`config.mk`:
```
export PLATFORM = sky130hd
export DESIGN_NAME = chg_irq_unit
export DESIGN_NICKNAME = d
export VERILOG_FILES = /design/src/rtl/chg_irq_pkg.sv /design/src/rtl/chg_sync.sv /design/src/rtl/chg_flags.sv /design/src/rtl/chg_irq_ctl.sv /design/src/rtl/chg_irq_unit.sv
export SDC_FILE = /design/constraint.sdc
export NUM_CORES = 1
export LEC_CHECK = 0
export BUFFER_PORTS_ARGS = -buffer_cell sky130_fd_sc_hd__buf_2
export CELL_PAD_IN_SITES_DETAIL_PLACEMENT = 1
export CELL_PAD_IN_SITES_GLOBAL_PLACEMENT = 2
export CORE_ASPECT_RATIO = 0.6
export CORE_MARGIN = 3
export CORE_UTILIZATION = 26
export DETAILED_ROUTE_END_ITERATION = 8
export PLACE_DENSITY = 0.81
export SLEW_MARGIN = 15
export SYNTH_ARGS = -nofsm -noshare
export SYNTH_HDL_FRONTEND = slang
export SYNTH_SLANG_ARGS = --single-unit
export TNS_END_PERCENT = 30
```
`constraint.sdc`:
```
create_clock -name clk -period 1.7 [get_ports clk]
set_input_delay 0.34 -clock clk [delete_from_list [all_inputs] [get_ports clk]]
set_output_delay 0.34 -clock clk [all_outputs]
set_load 0.02 [all_outputs]
```
`src/rtl/chg_irq_pkg.sv`:
```
package chg_irq_pkg;
    localparam int unsigned PIN_N  = 4;
    localparam int unsigned EN_LSB = 2;
    localparam int unsigned REG_W  = 8;

    typedef struct packed {
        logic ack;
        logic rd;
        logic stop;
        logic abort;
    } bus_evt_t;

    function automatic logic txn_end(input bus_evt_t ev);
        return ev.stop | ev.abort;
    endfunction
endpackage

```
`src/rtl/chg_sync.sv`:
```
module chg_sync #(
    parameter int unsigned N      = 4,
    parameter int unsigned STAGES = 2
) (
    input  logic         clk,
    input  logic [N-1:0] d,
    output logic [N-1:0] q
);
    logic [N-1:0] stg [STAGES];

    generate
        for (genvar s = 0; s < STAGES; s++) begin : g_stage
            if (s == 0) begin : g_first
                always_ff @(posedge clk) stg[0] <= d;
            end else begin : g_next
                always_ff @(posedge clk) stg[s] <= stg[s-1];
            end
        end
    endgenerate

    assign q = stg[STAGES-1];
endmodule

```
`src/rtl/chg_flags.sv`:
```
module chg_flags #(
    parameter int unsigned N = 4
) (
    input  logic         clk,
    input  logic         rst,
    input  logic         ack,
    input  logic [N-1:0] live,
    output logic [N-1:0] flags_q,
    output logic [N-1:0] diff
);
    logic [N-1:0] snap_q;

    // The acknowledge edge takes the live level into the snapshot, so nothing is compared then.
    assign diff = ack ? '0 : (live ^ snap_q);

    always_ff @(posedge clk) begin
        if (rst || ack) begin
            snap_q  <= live;
            flags_q <= '0;
        end else begin
            flags_q <= flags_q | diff;
        end
    end


    ack_clears_chk: assert property (@(posedge clk) disable iff (rst)
        ack |=> (flags_q == '0));


    flags_sticky_chk: assert property (@(posedge clk) disable iff (rst)
        !ack |=> ((flags_q & $past(flags_q)) == $past(flags_q)));
endmodule

```
`src/rtl/chg_irq_ctl.sv`:
```
module chg_irq_ctl
    import chg_irq_pkg::*;
(
    input  logic     clk,
    input  logic     rst,
    input  logic     hit,
    input  bus_evt_t ev,
    output logic     irq_q
);
    logic pend_q;
    logic irq_d, pend_d;

    always_comb begin
        irq_d  = irq_q;
        pend_d = pend_q;
        if (ev.ack) begin
            irq_d  = 1'b0;
            pend_d = 1'b0;
        end else begin
            if (hit && ev.rd)  pend_d = 1'b1;
            if (hit && !ev.rd) irq_d  = 1'b1;
            if (txn_end(ev) && pend_d) begin
                irq_d  = 1'b1;
                pend_d = 1'b0;
            end
        end
    end

    always_ff @(posedge clk) begin
        if (rst) begin
            irq_q  <= 1'b0;
            pend_q <= 1'b0;
        end else begin
            irq_q  <= irq_d;
            pend_q <= pend_d;
        end
    end


    ack_release_chk: assert property (@(posedge clk) disable iff (rst)
        ev.ack |=> !irq_q);


    read_hold_chk: assert property (@(posedge clk) disable iff (rst)
        (ev.rd && !ev.stop && !ev.abort) |=> !$rose(irq_q));


    abort_keeps_chk: assert property (@(posedge clk) disable iff (rst)
        (ev.abort && !ev.ack && irq_q) |=> irq_q);
endmodule

```
`src/rtl/chg_irq_unit.sv`:
```
module chg_irq_unit
    import chg_irq_pkg::*;
#(
    parameter int unsigned N   = PIN_N,
    parameter int unsigned LSB = EN_LSB,
    parameter int unsigned RW  = REG_W
) (
    input  logic          clk,
    input  logic          rst,
    input  logic [N-1:0]  pins_i,
    input  logic          acc_ack_i,
    input  logic          rd_busy_i,
    input  logic          stop_i,
    input  logic          bus_abort_i,
    input  logic          mask_we_i,
    input  logic [RW-1:0] mask_wdata_i,
    output logic [RW-1:0] mask_o,
    output logic [N-1:0]  flags_o,
    output logic [N-1:0]  levels_o,
    output logic          irq_n_o
);
    localparam logic [RW-1:0] EN_FIELD =
        {{(RW-N-LSB){1'b0}}, {N{1'b1}}, {LSB{1'b0}}};

    logic [RW-1:0] mask_q;
    logic [N-1:0]  live, diff, flags, en;
    logic          hit, irq;
    bus_evt_t      ev;

    assign ev = '{ack: acc_ack_i, rd: rd_busy_i, stop: stop_i, abort: bus_abort_i};

    always_ff @(posedge clk) begin
        if (rst)            mask_q <= EN_FIELD;
        else if (mask_we_i) mask_q <= mask_wdata_i & EN_FIELD;
    end

    assign en  = mask_q[LSB +: N];
    assign hit = |((flags | diff) & en);

    chg_sync #(.N(N), .STAGES(2)) sync_i (
        .clk (clk),
        .d   (pins_i),
        .q   (live)
    );

    chg_flags #(.N(N)) flags_i (
        .clk     (clk),
        .rst     (rst),
        .ack     (acc_ack_i),
        .live    (live),
        .flags_q (flags),
        .diff    (diff)
    );

    chg_irq_ctl ctl_i (
        .clk   (clk),
        .rst   (rst),
        .hit   (hit),
        .ev    (ev),
        .irq_q (irq)
    );

    assign mask_o   = mask_q;
    assign flags_o  = flags;
    assign levels_o = live;
    assign irq_n_o  = ~irq;


    mask_store_chk: assert property (@(posedge clk) disable iff (rst)
        mask_we_i |=> (mask_o == ($past(mask_wdata_i) & EN_FIELD)));
endmodule

```
==> results of run 1 <==
-- synth_stat cells --
cell and n:
sky130_fd_sc_hd__o2111a_1 1, sky130_fd_sc_hd__a22o_1 2, sky130_fd_sc_hd__xor2_1 4, sky130_fd_sc_hd__nor2b_1 7, sky130_fd_sc_hd__o211a_1 1, sky130_fd_sc_hd__nor2_1 10
sky130_fd_sc_hd__a311oi_1 2, sky130_fd_sc_hd__buf_4 8, sky130_fd_sc_hd__conb_1 1, sky130_fd_sc_hd__dfxtp_1 18, sky130_fd_sc_hd__a211o_1 4, sky130_fd_sc_hd__edfxtp_1 4
sky130_fd_sc_hd__a222oi_1 1, sky130_fd_sc_hd__inv_1 4, sky130_fd_sc_hd__a21boi_1 1
-- per-stage QoR --
stage / cells / setup WS [ps] / hold WS [ps]
CTS: 134 / 216 / 162
floorplan: 71 / 404 / 310
global route: 134 / 103 / 160
global placement: 130 / 274 / 312
detailed placement: 130 / 230 / 313
finish: 134 / 232 / 171
-- registers in the layout, indices dropped and copies added, names as in the netlist --
signal / count
ctl_i.irq_q: 1
flags_i.flags_q: 4
sync_i.stg: 8
mask_o: 4
ctl_i.pend_q: 1
flags_i.snap_q: 4
-- path summary, 6_finish.rpt --
path / slack (ps) / startpoint / end
worst min register to register: 330 / sync_i.stg[0][0] / sync_i.stg[0][4]
worst max-delay path: 230 / flags_i.snap_q[3] / ctl_i.pend_q
worst max register to register: 230 / flags_i.snap_q[3] / ctl_i.pend_q
worst min-delay path: 170 / pins_i[1] / sync_i.stg[0][1]
-- layout make-up --
class / instances / area share, %
sequential: 22 / 48.4
multi-input combinational: 37 / 24.2
timing repair buffer: 27 / 13.6
tap: 40 / 5.04
clock inverter: 1 / 3.03
clock buffer: 3 / 4.16
inverter: 4 / 1.51
-- layer usage --
layer	part of all wire (%)	GRT usage, %
met5	0	0
met2	42	13.2
met1	49	12.3
met3	8.4	5.00
met4	1.0	2.71
-- power groups by stage --
stage / clock (mW) / sequential [mW] / combinational, mW
finish: 0.482 / 0.586 / 0.142
global route: 0.513 / 0.591 / 0.159
CTS: 0.496 / 0.587 / 0.144
detailed placement: 0 / 0.599 / 0.143
global placement: 0 / 0.596 / 0.139
floorplan: 0 / 0.609 / 0.0869
-- logic make-up after synthesis --
group	share of synthesized area, %
buffers and inverters	9.57
other	0.478
flip-flops	61.2
AND/OR/NAND/NOR	10.4
XOR/XNOR	4.47
AO/OA/AOI/OAI	13.9
-- cells in the final DEF (no fill, tap or decap), types with 2 or more instances in the layout --
master,Yosys,final
sky130_fd_sc_hd__buf_2,0,27
sky130_fd_sc_hd__dfxtp_1,18,18
sky130_fd_sc_hd__nor2_1,10,10
sky130_fd_sc_hd__nor2b_1,7,7
sky130_fd_sc_hd__inv_1,4,4
sky130_fd_sc_hd__xor2_1,4,4
sky130_fd_sc_hd__a211o_1,4,4
sky130_fd_sc_hd__conb_1,1,4
sky130_fd_sc_hd__edfxtp_1,4,4
sky130_fd_sc_hd__clkbuf_8,0,3
sky130_fd_sc_hd__a22o_1,2,2
sky130_fd_sc_hd__a311oi_1,2,2
==> results.md, run 1 <==
- Result of the run: completed
- Sequential element share of the synthesized area: between 60% and 70%
- Cell type with the highest aggregate area in the netlist: sky130_fd_sc_hd__dfxtp_1
- Clk slew on worst S/H paths: 80 ps
- Warnings from Yosys: 0
- Ratio of final minimum period to clock period: 86.4%
- Time the worst path needs with I/O delays and setup: about 1500 ps
- Biggest area contributors in the synthesized netlist: sky130_fd_sc_hd__dfxtp_1, sky130_fd_sc_hd__edfxtp_1, sky130_fd_sc_hd__buf_4
- Master cell of the clock root buffer: sky130_fd_sc_hd__clkbuf_8
- Data required time of the worst path: 1860 ps
- Leakage power of the design: between 0.4 and 0.5 nW
- Core utilization of the finished layout: 37.0%
- Endpoints failing hold: 0
- Sequential standard cell area: 480 µm²
- Post-DRT Antenna Nets: 0
- Growth of design area from synthesis to finish: 26.5%
- Inserted Diodes: 0
- Overall track demand over capacity in global routing: about a tenth
- Clk sink count: 22
- Power spent charging and discharging nets: about 0.27 mW
- Clock H-tree levels: 1
- Internal power: between 0.9 and 1 mW
- Startpoint kind of the worst setup timing path: flip-flop
- Fmax: between 600 and 700 MHz
- Final Wtd Congestion: just under 0.7
- Die ar.: about 0.0037 mm²
- Number of rows in the core area: 14
- Port Buffer Count: 27
- Number of antenna violations at the first check in global routing: 0
- RSZ-0062 raised after global routing: no
- Initial DRT Pass Iterations: 5
- PostCTS Resize Cnt: 0
- Post-synth top area share: 45.9%
- Post-CTS Hold Buffers: 0
- Maximum number of pins on one net before global-route repair: 14
- Gate family responsible for the most delay along the worst path: compound AO/OA/AOI/OAI gates
- Count of state elements after synthesis: 22
- First-pass GRT wire length: 2.70 mm
- Via density: 4.12
- Number of CTS-inserted buffers: 3
- Effective utilization at floorplan: 29.3%
- Peak fanout along the critical path: 2
- Overall power consumption: between 1 and 1.5 mW
- Combined area of the multi-input logic cells: 240 µm²
- Class of the tightest hold or removal check: input pin to flip-flop
- Fill cells: 306
- Worst-case reg-to-reg path depth: 4
- Netlist cell types: 15
- Combinational share of power: between 10% and 20%
- Critical setup path kind: flip-flop to flip-flop
- Peak supply drop: between 0.0003 and 0.0004 V
- Area of the core region: around 0.0027 mm²
- Setup Fix Bufs, Post-CTS: 0
- Summed area of non-filler cells in the final layout: around 1000 µm²
- Largest stage delay on the critical path: 450 ps
- Power density relative to cell area: 1220 mW/mm²
- Switching fraction of total power: a little under a quarter
- Post-place instance area: 921 µm²
- Number of slew-limit violations in the final report: 0
- Number of cells on the critical path: 4
- Relative contribution of sequential cells to total power: 48.4%
- Fraction of layout cells with a size suffix above 1: 33.0%
- Post-synthesis instance area: 785 µm²
- Gate Count Post-Synth: 68
- Clock Latency Late Sink: 260 ps
- Residual DRC: 0
- CTS tree: built
- Per-cell routed wire length: 12.3 µm
- Die span in y: between 40 and 50 µm
- Crit path cell chain: xor2_1 > a222oi_1 > a21boi_1 > o211a_1
- Width of the chip: approximately 77 µm
- Vias post-DR: ~550
- Avg Inst Size Synth: 11.5 µm²
- Number of global-route vias before repair: 568
- Setup TNS after final layout: 0 ps
- Data arrival time of the critical path: 1630 ps
- Worst clock skew on the final layout: between 1.5 and 2 ps
- Number of violations of the max-capacitance limit: 0
- CP bufs+invs: 0
- Final layout net count: 114
- Part of the power in the clock network: 39.8%
- Max clock buf depth: 2
- Final HPWL DP: 1.33 mm
- Total Routed Length: 1.65 mm
- Ports placed on the boundary: 36
- GRT overflow: 0
- Element type at the critical path end: flip-flop
- Library cell contributing the largest single delay on the critical path: sky130_fd_sc_hd__a222oi_1
- Hold Path Stages: 1
- Starting DRC count in detailed routing: 24
- Count of endpoints failing setup in the final report: 0
Note: power is estimated with default switching activity, not from simulation.
==> run 2, diff against run 1 <==
--- a/config.mk
+++ b/config.mk
@@ -12,9 +12,10 @@
 export CORE_MARGIN = 3
 export CORE_UTILIZATION = 26
 export DETAILED_ROUTE_END_ITERATION = 8
-export PLACE_DENSITY = 0.81
+export PLACE_DENSITY = 0.8
 export SLEW_MARGIN = 15
 export SYNTH_ARGS = -nofsm -noshare
 export SYNTH_HDL_FRONTEND = slang
+export SYNTH_HIERARCHICAL = 1
 export SYNTH_SLANG_ARGS = --single-unit
 export TNS_END_PERCENT = 30
==> run 2 against run 1 <==
Area after synthesis grew 1.9%. Largest power group unchanged. Register-to-register slack gained 60 ps. Largest cell class unchanged. Global-route usage shrank 0.59 points. Critical path type unchanged. Clock skew grew 0.87 ps. Sequential power is essentially flat. Clock-buffer cell count is the same. Synthesized cell count grew 2.9%. Highest routed layer unchanged.
==> results.md, run 2 <==
- Number of violations of the max-capacitance limit: 0
- Biggest area contributors in the synthesized netlist: sky130_fd_sc_hd__dfxtp_1, sky130_fd_sc_hd__edfxtp_1, sky130_fd_sc_hd__buf_4
- Final layout net count: 116
- Clock Latency Late Sink: 260 ps
- Residual DRC: 0
- Number of enable-type register cells in the synthesized netlist: 4
- Commonest cells after routing, fill and taps aside: sky130_fd_sc_hd__buf_2, sky130_fd_sc_hd__dfxtp_1, sky130_fd_sc_hd__inv_1
- First-pass GRT wire length: 2.64 mm
- Warnings from Yosys: 6
- Setup TNS after final layout: 0 ps
- Number of flip-flops in the largest register: 8
- Library cell with the highest instance count after synthesis: sky130_fd_sc_hd__dfxtp_1
- Initial DRT Pass Iterations: 4
- Area of the core region: about 0.0027 mm²
- Count of endpoints failing setup in the final report: 0
- Class of the tightest hold or removal check: input pin to flip-flop
- Fraction of layout cells with a size suffix above 1: between 30% and 40%
- Avg Inst Size Synth: 11.4 µm²
- Overall track demand over capacity in global routing: between 8 and 9%
- Core utilization of the finished layout: 37.1%
- Combinational share of power: 11.5%
- Data arrival time of the critical path: 1570 ps
- Die ar.: 0.00380 mm²
- Vias post-DR: around 550
- Non-filler instance count after layout: 136
- Instance count after placement with tap cells included: about 130
- Proportion of synthesized flip-flops having asynchronous set or reset: 0%
- Post-CTS Hold Buffers: 0
- Per-cell routed wire length: 11.5 µm
- Part of the power in the clock network: 39.8%
- Inserted Diodes: 0
- Width of the chip: a little under 80 µm
- Fill cells: 319
- Netlist cell types: 19
- Data required time of the worst path: 1860 ps
- Via density: 4.01
- Leakage power of the design: 0.425 nW
- Die span in y: about 49 µm
- Clock H-tree levels: 1
- Count of state elements after synthesis: 22
- Worst clock skew on the final layout: 2.63 ps
- Total Routed Length: 1.56 mm
- Effective utilization at floorplan: ~29%
- Critical setup path kind: flip-flop to flip-flop
- Number of global-route vias before repair: about 550
- Peak supply drop: between 0.0003 and 0.0004 V
- Switching fraction of total power: 22.2%
- Element type at the critical path end: flip-flop
- Gate Count Post-Synth: 70
- CTS tree: built
- Master cell of the clock root buffer: sky130_fd_sc_hd__clkbuf_8
- Port Buffer Count: 27
- Overall power consumption: ~1.2 mW
- Power density relative to cell area: 1190 mW/mm²
- Result of the run: completed
- Post-DRT Antenna Nets: 0
- Cell type with the highest aggregate area in the netlist: sky130_fd_sc_hd__dfxtp_1
- PostCTS Resize Cnt: 0
- Number of slew-limit violations in the final report: 0
- Setup Fix Bufs, Post-CTS: 0
- Post-synth top area share: 45.1%
- Relative contribution of sequential cells to total power: 48.7%
- Post-synthesis instance area: about 800 µm²
- Worst Setup Slack post-DPL: 325 ps
- Number of rows in the core area: 14
- Sequential element share of the synthesized area: between 60% and 70%
- Number of antenna violations at the first check in global routing: 0
- Clk sink count: 22
- Time the worst path needs with I/O delays and setup: 1410 ps
- Clk slew on worst S/H paths: 80 ps
- Ratio of final minimum period to clock period: 82.8%
- Maximum number of pins on one net before global-route repair: 14
- Startpoint kind of the worst setup timing path: flip-flop
- GRT overflow: 0
- Internal power: 0.935 mW
- Final Wtd Congestion: between 0.6 and 0.7
- Endpoints failing hold: 0
- Max clock buf depth: 2
- Final WS setup: between 200 and 300 ps
- Most common cell after layout, fill and taps aside: sky130_fd_sc_hd__buf_2
- Number of CTS-inserted buffers: 3
- Peak fanout along the critical path: 2
- Power spent charging and discharging nets: 0.267 mW
- Growth of design area from synthesis to finish: 26.0%
- Fmax: 711 MHz
- Biggest register: sync_i/stg
- Commonest cells in the synthesized netlist: sky130_fd_sc_hd__dfxtp_1, sky130_fd_sc_hd__buf_4, sky130_fd_sc_hd__inv_1, sky130_fd_sc_hd__nor2_1, sky130_fd_sc_hd__o21ai_0
- Starting DRC count in detailed routing: 8
- Ports placed on the boundary: 36
- RSZ-0062 raised after global routing: no
- Leading register cell type out of synthesis: sky130_fd_sc_hd__dfxtp_1
-- run 2: kinds of logic after synthesis --
group	synth area share (%)
buffers and inverters	10.3
flip-flops	60.1
AO/OA/AOI/OAI	14.2
other	0.469
XOR/XNOR	4.38
AND/OR/NAND/NOR	10.5
-- run 2: metal layers --
layer / routed length (µm) / up-vias / global-route usage, %
met4: 6 / 0 / 1.78
li1: - / 275 / -
met1: 746 / 245 / 10.7
met3: 153 / 2 / 4.98
met2: 651 / 24 / 13.4
met5: 0 / - / 0
-- run 2: metrics by stage --
step                hold WS (ps)  cell area (µm²)
floorplan                    310              811
global placement             311              936
detailed placement           314              936
CTS                          170             1010
global route                 167             1010
finish                       178             1010
-- run 2: worst max-delay path, cell delays in order, from the launching register on --
cell	delay, ps
sky130_fd_sc_hd__edfxtp_1	390
sky130_fd_sc_hd__xnor2_1	290
sky130_fd_sc_hd__nor2_1	60
sky130_fd_sc_hd__o21ai_0	180
sky130_fd_sc_hd__nand4_1	140
sky130_fd_sc_hd__a21oi_1	190
sky130_fd_sc_hd__nor4_2	50
-- run 2: worst paths after layout --
check                     endpoint  cells past startpoint               from  slack (ps)
setup reg to reg      ctl_i/pend_q                      6  flags_i/snap_q[2]         290
setup / recovery      ctl_i/pend_q                      6  flags_i/snap_q[2]         290
hold reg to reg   sync_i/stg[0][5]                      0   sync_i/stg[0][1]         330
hold / removal    sync_i/stg[0][0]                      1          pins_i[0]         180
-- run 2: final cells by class --
class	count	area (µm²)	area share (%)
Inverter	6	22.5	2.24
Multi-Input combinational cell	37	248	24.6
Clock inverter	1	30.0	2.98
Clock buffer	3	41.3	4.10
Tap cell	40	50.0	4.97
Timing Repair Buffer	27	135	13.4
Sequential cell	22	480	47.7
-- run 2: power groups by stage --
stage | logic, mW | registers (mW) | clock network, mW
after floorplan | 0.0879 | 0.605 | 0
after global placement | 0.137 | 0.595 | 0
after detailed placement | 0.139 | 0.598 | 0
after CTS | 0.141 | 0.586 | 0.494
after global routing | 0.153 | 0.591 | 0.517
final | 0.139 | 0.585 | 0.478
==> run 3, diff against run 2 <==
==> constraint.sdc (replaced) <==
create_clock -name clk -period 1.3 [get_ports clk]
set_input_delay 0.26 -clock clk [delete_from_list [all_inputs] [get_ports clk]]
set_output_delay 0.26 -clock clk [all_outputs]
set_load 0.02 [all_outputs]
==> run 3 against run 2 <==
The run now ends with negative setup slack left. Worst setup slack lost 290 ps. Core utilization increased by 1.9 points. Die area is the same. Global-route usage grew 1.4 points. Maximum frequency rose by 8.1%. Critical path type unchanged. Largest cell class unchanged.
==> results.md, run 3 (synthesis results as in run 2) <==
- Peak fanout along the critical path: 2
- Effective utilization at floorplan: 29.4%
- Peak supply drop: 0.000773 V
- Vias post-DR: 585
- Clk slew on worst S/H paths: 80 ps
- Core utilization of the finished layout: 39.0%
- Data required time of the worst path: 1440 ps
- Fraction of layout cells with a size suffix above 1: 43.4%
- Clock H-tree levels: 1
- Largest stage delay on the critical path: 420 ps
- Number of slew-limit violations in the final report: 0
- Via density: 4.21
- Die ar.: 0.00380 mm²
- Final layout net count: 119
- GRT overflow: 0
- Clock Latency Late Sink: 260 ps
- Part of the power in the clock network: 38.8%
- Non-filler instance count after layout: 139
- Biggest register: sync_i/stg
- Commonest cells after routing, fill and taps aside: sky130_fd_sc_hd__buf_2, sky130_fd_sc_hd__dfxtp_1, sky130_fd_sc_hd__inv_1
- Inserted Diodes: 0
- Most common cell after layout, fill and taps aside: sky130_fd_sc_hd__buf_2
- Number of global-route vias before repair: 635
- Final HPWL DP: 1.39 mm
- Switching fraction of total power: 22.7%
- Residual DRC: 0
- Number of CTS-inserted buffers: 3
- RSZ-0062 raised after global routing: yes
- Starting DRC count in detailed routing: 31
- First-pass GRT wire length: 2.96 mm
- Area of the core region: 0.00272 mm²
- Summed area of non-filler cells in the final layout: approximately 0.0011 mm²
- Instance count after placement with tap cells included: 134
- Post-DRT Antenna Nets: 0
- Power density relative to cell area: 1520 mW/mm²
- Violations in the final reports: negative setup slack
- Class of the tightest hold or removal check: input pin to flip-flop
- Overall track demand over capacity in global routing: 10.1%
- Width of the chip: 77.6 µm
- Number of violations of the max-capacitance limit: 0
- Clk sink count: 22
- Number of antenna violations at the first check in global routing: 0
- Worst clock skew on the final layout: ~2.5 ps
- Startpoint kind of the worst setup timing path: flip-flop
- Growth of design area from synthesis to finish: 32.6%
- Port Buffer Count: 27
- Element type at the critical path end: flip-flop
- Ratio of final minimum period to clock period: 100%
- Final Hold Slack: 99.1 ps
- Relative contribution of sequential cells to total power: 47.8%
- Result of the run: complete, but fails checks
- Per-cell routed wire length: 12.8 µm
- Leakage power of the design: 0.462 nW
- CTS tree: built
- Count of endpoints failing setup in the final report: 1
- Final Wtd Congestion: 0.688
- Ports placed on the boundary: 36
- Fmax: 768 MHz
- Library cell contributing the largest single delay on the critical path: sky130_fd_sc_hd__edfxtp_1
- Initial DRT Pass Iterations: 2
- Max clock buf depth: 2
- Crit path cell chain: xnor2_2 > nor2_1 > o21ai_1 > nand4_1 > nor2_1 > a211oi_1
- Final WS setup: -1.37 ps
- Power spent charging and discharging nets: 0.366 mW
- Time the worst path needs with I/O delays and setup: 1300 ps
- Master cell of the clock root buffer: sky130_fd_sc_hd__clkbuf_8
- Total Routed Length: 1.78 mm
- Maximum number of pins on one net before global-route repair: 14
- Post-place instance area: 951 µm²
- Most used cell, CP: sky130_fd_sc_hd__nor2_1
- Number of rows in the core area: 14
- Critical setup path kind: flip-flop to flip-flop
- Fill cells: 324
- Number of flip-flops in the largest register: 8
- CP bufs+invs: 0
- Internal power: 1.25 mW
- Combinational share of power: 13.4%
- Gate family responsible for the most delay along the worst path: flip-flops
- Endpoints failing hold: 0
- Data arrival time of the critical path: 1440 ps
- Worst Setup Slack post-DPL: -114 ps
- Die span in y: ~49 µm
## run 3: power by group through the flow
stage	Combinational (mW)	Sequential, mW	Clock [mW]
global placement	0.191	0.779	0
CTS	0.212	0.772	0.652
global route	0.234	0.778	0.678
detailed placement	0.198	0.782	0
finish	0.216	0.771	0.625
floorplan	0.115	0.792	0
## run 3: through the flow
stage	power (mW)	setup TNS (ps)
after global routing	1.69	-157
after CTS	1.64	-5.07
after detailed placement	0.980	-197
final	1.61	-1.37
after floorplan	0.907	0
after global placement	0.969	-90.8
## run 3: final cells by class
type                    count  area (µm²)  area share (%)
clock buffers               3        41.3            3.90
clock inverters             1        30.0            2.83
inverters                   6        22.5            2.13
multi-input cells          37         278            26.2
flip-flops and latches     22         480            45.3
well taps                  40        50.0            4.72
repair buffers             30         158            14.9
## run 3: path summary, 6_finish.rpt
path	slack, ps	startpoint	endpoint	cells past startpoint
max	-1	flags_i/snap_q[0]	ctl_i/irq_q	6
min	100	pins_i[0]	sync_i/stg[0][0]	1
min reg2reg	330	sync_i/stg[0][0]	sync_i/stg[0][4]	0
max reg2reg	-1	flags_i/snap_q[0]	ctl_i/irq_q	6
## run 3: layer usage
layer	global-route usage [%]	wire length (µm)	vias up
met3	6.46	157	2
met1	10.7	774	273
met5	0	0	-
li1	-	-	282
met4	2.07	20	0
met2	17.0	829	28
## run 3: worst register-to-register path, cell delays in order (launching register included)
cell	delay [ps]
sky130_fd_sc_hd__edfxtp_1	420
sky130_fd_sc_hd__xnor2_2	190
sky130_fd_sc_hd__nor2_1	50
sky130_fd_sc_hd__o21ai_1	160
sky130_fd_sc_hd__nand4_1	150
sky130_fd_sc_hd__nor2_1	130
sky130_fd_sc_hd__a211oi_1	90
## run 3: timing repair
item                                    in CTS  in global routing
hold buffers                                 0                  0
buffers inserted                             0                  1
cloned                                       0                  0
pin swaps                                    5                  1
endpoints found under the setup margin       2                  2
gates resized for setup                      8                  0
